==> src/rtl/extint_pkg.sv <==
package extint_pkg;
  localparam int REG_W    = 4;
  localparam int ACK_BIT  = 0;
  localparam int MASK_BIT = 1;
  localparam int MODE_BIT = 2;
  localparam int PEND_BIT = 3;

  typedef struct packed {
    logic setReq;
    logic clrReq;
    logic wrCfg;
  } ctlStrb_t;
endpackage

==> src/rtl/extint_ctl.sv <==
module extint_ctl
  import extint_pkg::*;
#(
  parameter int SYNC_STAGES = 2
) (
  input  logic             clk,
  input  logic             rstN,
  input  logic             pinAsync,
  input  logic             vecAck,
  input  logic             regWr,
  input  logic [REG_W-1:0] wrData,
  input  logic             brkActive,
  input  logic             brkClrEn,
  input  logic             modeLvl,
  output ctlStrb_t         strb,
  output logic             pinHigh
);
  logic [SYNC_STAGES-1:0] syncChain;
  logic prevPin;
  logic ackReq;
  logic clrAllowed;

  // resynchronizer, resets to the idle (high) pin level
  always_ff @(posedge clk or negedge rstN) begin
    if (!rstN) syncChain <= '1;
    else       syncChain <= {syncChain[SYNC_STAGES-2:0], pinAsync};
  end

  assign pinHigh = syncChain[SYNC_STAGES-1];

  always_ff @(posedge clk or negedge rstN) begin
    if (!rstN) prevPin <= 1'b1;
    else       prevPin <= pinHigh;
  end

  assign ackReq     = vecAck | (regWr & wrData[ACK_BIT]);
  assign clrAllowed = ~brkActive | brkClrEn;

  always_comb begin
    strb.setReq = prevPin & ~pinHigh;
    strb.clrReq = ackReq & clrAllowed & (~modeLvl | pinHigh);
    strb.wrCfg  = regWr;
  end
endmodule

==> src/rtl/extint_dp.sv <==
module extint_dp
  import extint_pkg::*;
(
  input  logic             clk,
  input  logic             rstN,
  input  ctlStrb_t         strb,
  input  logic [REG_W-1:0] wrData,
  input  logic             regRd,
  output logic             modeLvl,
  output logic             maskOn,
  output logic             pendFlag,
  output logic [REG_W-1:0] rdData
);
  always_ff @(posedge clk or negedge rstN) begin
    if (!rstN) begin
      modeLvl <= 1'b0;
      maskOn  <= 1'b0;
    end else if (strb.wrCfg) begin
      modeLvl <= wrData[MODE_BIT];
      maskOn  <= wrData[MASK_BIT];
    end
  end

  // a fresh edge wins over a simultaneous clear
  always_ff @(posedge clk or negedge rstN) begin
    if (!rstN)            pendFlag <= 1'b0;
    else if (strb.setReq) pendFlag <= 1'b1;
    else if (strb.clrReq) pendFlag <= 1'b0;
  end

  always_comb begin
    rdData = '0;
    if (regRd) begin
      rdData[PEND_BIT] = pendFlag;
      rdData[MODE_BIT] = modeLvl;
      rdData[MASK_BIT] = maskOn;
    end
  end
endmodule

==> src/rtl/extint_ctrl.sv <==
module extint_ctrl
  import extint_pkg::*;
#(
  parameter int SYNC_STAGES = 2
) (
  input  logic             clk,
  input  logic             rstN,
  input  logic             pinAsync,
  input  logic             vecAck,
  input  logic             regWr,
  input  logic             regRd,
  input  logic [REG_W-1:0] wrData,
  input  logic             brkActive,
  input  logic             brkClrEn,
  output logic [REG_W-1:0] rdData,
  output logic             irqReq,
  output logic             wakeReq
);
  ctlStrb_t strb;
  logic modeLvl, maskOn, pendFlag, pinHigh;

  extint_ctl #(.SYNC_STAGES(SYNC_STAGES)) u_ctl (
    .clk(clk), .rstN(rstN), .pinAsync(pinAsync), .vecAck(vecAck),
    .regWr(regWr), .wrData(wrData), .brkActive(brkActive),
    .brkClrEn(brkClrEn), .modeLvl(modeLvl), .strb(strb), .pinHigh(pinHigh)
  );

  extint_dp u_dp (
    .clk(clk), .rstN(rstN), .strb(strb), .wrData(wrData), .regRd(regRd),
    .modeLvl(modeLvl), .maskOn(maskOn), .pendFlag(pendFlag), .rdData(rdData)
  );

  assign irqReq  = pendFlag & ~maskOn;
  assign wakeReq = pendFlag & ~maskOn;
endmodule

==> config.mk <==
export PLATFORM = sky130hd
export DESIGN_NAME = extint_ctrl
export DESIGN_NICKNAME = d
export VERILOG_FILES = /design/src/rtl/extint_pkg.sv /design/src/rtl/extint_ctl.sv /design/src/rtl/extint_dp.sv /design/src/rtl/extint_ctrl.sv
export SDC_FILE = /design/constraint.sdc
export NUM_CORES = 1
export LEC_CHECK = 0
export BUFFER_PORTS_ARGS = -buffer_cell sky130_fd_sc_hd__buf_2
export CAP_MARGIN = 20
export CORE_AREA = 2 2 39 41
export CTS_CLUSTER_DIAMETER = 200
export DETAILED_ROUTE_END_ITERATION = 8
export DIE_AREA = 0 0 41 43
export SLEW_MARGIN = 20
export SYNTH_ARGS = -nofsm -noshare
export SYNTH_HDL_FRONTEND = slang
export SYNTH_SLANG_ARGS = --single-unit
export TNS_END_PERCENT = 100
==> constraint.sdc <==
create_clock -name clk -period 1.1 [get_ports clk]
set_input_delay 0.11 -clock clk [delete_from_list [all_inputs] [get_ports clk]]
set_output_delay 0.11 -clock clk [all_outputs]
set_load 0.005 [all_outputs]
==> out/summary.txt <==
Status: complete, no violations
Vias per cell: 3.73
Pleak: 0.192 nW
Reg-to-reg endpoint: u_dp.pendFlag
Layout cell share with drive strength beyond 1: 0.600
Min-delay src: wrData[1]
Syn. warnings: 0
Buffer levels on the longest clock path: 2
Overflow after GRT: 0
Post-route minimum period: 1.01 ns
WHS Endpoint: u_dp.maskOn
Vias in the first global route: 200
DRT iter0 DRCs: 2
Sw Share: 0.220
Die width: 41 µm
Asr flop ratio synth: 1.00
CTS Buf Count: 3
Sequential share of the synthesized area: 0.586
Pwr per Cell Area: 1420 nW/µm²
Initial Util: 0.190
Net switching power: 0.123 mW
Yosys top cell area share: 0.300
First-pass GRT wire length: 731 µm
I/O pin cnt: 18
Clk network pwr share: 0.378
Critical path type: reg -> out
Top cells by count, synth: and2_1, dfrtp_1, dfstp_2
Sequential power share: 0.453
Design Area, Final: 397 µm²
Crit path capture type: output port
Routability Congestion: 0.652
Top FF cell, synth: dfstp_2
Worst path required time: 0.99 ns
Via count: 209
Critical R2R Launch: u_dp.pendFlag
Final Hold Violating Endpoints: 0
Setup violators final: 0
Drt wl/cell: 9.34 µm
Total wire length: 523 µm
Mapped Avg Cell Area: 13.1 µm²
Final net count: 53
Reg2reg setup slack: 0.16 ns
Synth Instances: 20
FF-to-FF path depth: 3
Die Height: 43 µm
Logic pwr share: 0.169
Final hold slack: 0.0881 ns
Max VDD drop: 0.828 mV
Largest fanout on the critical path: 3
Initial antenna violation count: 0
Synth cell types: 12
Die area: 1760 µm²
Internal: 0.438 mW
Hold Path Class: in -> reg
#FFs+latches synth: 6
Clk_lat worst skew: 0.24 ns
Ant diodes: 0
Overall Global Routing Usage: 0.0668
Area grow syn2layout: 51.0%
Hold Path Depth: 2
Post-DRT Antenna Nets: 0
H-tree Lvls: 1
# rows: 14
CTS root buf: clkbuf_4
Clock transition at path regs: 0.05 ns
CTS tree: built
Ranking of synthesized cells by area: dfstp_2, dfrtp_1, mux2_1
CP arrival: 0.90 ns
Clock Sink Count: 6
Post-DP Area: 343 µm²
CP startpoint kind: flip-flop
F_max: 0.986 GHz
DR pass1 iterations: 4
Dominant cell type by area after synthesis: dfstp_2
Core ar.: 1380 µm²
Largest net degree at the start of global routing: 7
Max Cap Viol: 0
Final worst-path cycle share: 0.922
Final TNS setup: 0 ns
Clock skew: 0.00965 ns
Remaining DRCs: 0
Crit. Startpoint: u_dp.maskOn
Net count of the mapped netlist: 32
Synthesized cell area: 263 µm²
IO Port Bufs: 15
Unrepaired setup endpoints after global routing: false
Final Max Slew Viols: 0
Post-synth EDFFs: 0
-- registers in the layout, indices dropped and copies added (netlist names) --
register and count:
u_ctl.syncChain 2, u_dp.modeLvl 1, u_ctl.prevPin 1, u_dp.pendFlag 1, u_dp.maskOn 1
-- worst max-delay path: stages, from the launching register on --
cell	delay [ns]
dfrtp_1	0.38
nor2b_1	0.15
buf_2	0.14
-- metal layers --
metal,up-vias,part of all wire,global-route usage
li1,104,-,-
met1,89,0.45,0.0693
met2,16,0.40,0.0938
met3,0,0.15,0.0628
met4,0,0,0.0200
met5,-,0,0
-- stage by stage --
step	total power, mW	setup slack (ns)	util	instances
after global routing	0.604	0.00787	0.287	56
after floorplan	0.302	0.303	-	20
after CTS	0.566	0.00166	0.281	55
after detailed placement	0.340	0.257	0.248	49
final	0.562	0.0863	0.287	56
after global placement	0.338	0.247	0.248	49
-- power groups by stage --
stage | Sequential, mW | Clock (mW) | Combinational, mW
finish | 0.255 | 0.212 | 0.0948
global route | 0.257 | 0.240 | 0.107
detailed placement | 0.262 | 0 | 0.0789
global placement | 0.260 | 0 | 0.0780
CTS | 0.259 | 0.223 | 0.0845
floorplan | 0.256 | 0 | 0.0451
-- cells by family (layout without fill, tap and decap cells) --
| kind of cell | Yosys count | after routing | share of synthesized area |
|---|---|---|---|
| flops | 6 | 6 | 0.586 |
| buf+inv | 2 | 22 | 0.0571 |
| other cells | 1 | 1 | 0.0143 |
| compound gates | 2 | 2 | 0.0762 |
| mux | 2 | 2 | 0.0857 |
| simple gates | 7 | 7 | 0.181 |
-- layout make-up --
| class | instances | area [µm²] |
|---|---|---|
| flip-flops and latches | 6 | 154 |
| repair buffers | 18 | 103 |
| clock buffers | 4 | 26.3 |
| multi-input cells | 12 | 93.8 |
| fillers | 150 | 987 |
| well taps | 16 | 20.0 |
-- placed cells by master (no fill, tap or decap), types with 2 or more instances in the layout --
cell type,n
clkbuf_4,3
dlygate4sd3_1,2
dfrtp_1,3
and2_1,3
dfstp_2,3
mux2_1,2
buf_2,15
-- worst max-delay path by stage --
stage	to	slack, ns	depth (start not counted)
global route	irqReq	0.008	2
detailed placement	u_dp.pendFlag	0.26	2
CTS	irqReq	0.002	2
finish	irqReq	0.09	2
global placement	u_dp.pendFlag	0.25	2
floorplan	wakeReq	0.30	2
-- what timing repair did --
item | in CTS | in global routing
hold buffers | 2 | 0
setup buffers | 0 | 1
gates resized for setup | 0 | 0
endpoints found under the setup margin | 0 | 2
endpoints found under the hold margin | 7 | 0
(Power assumes the default switching activity.)
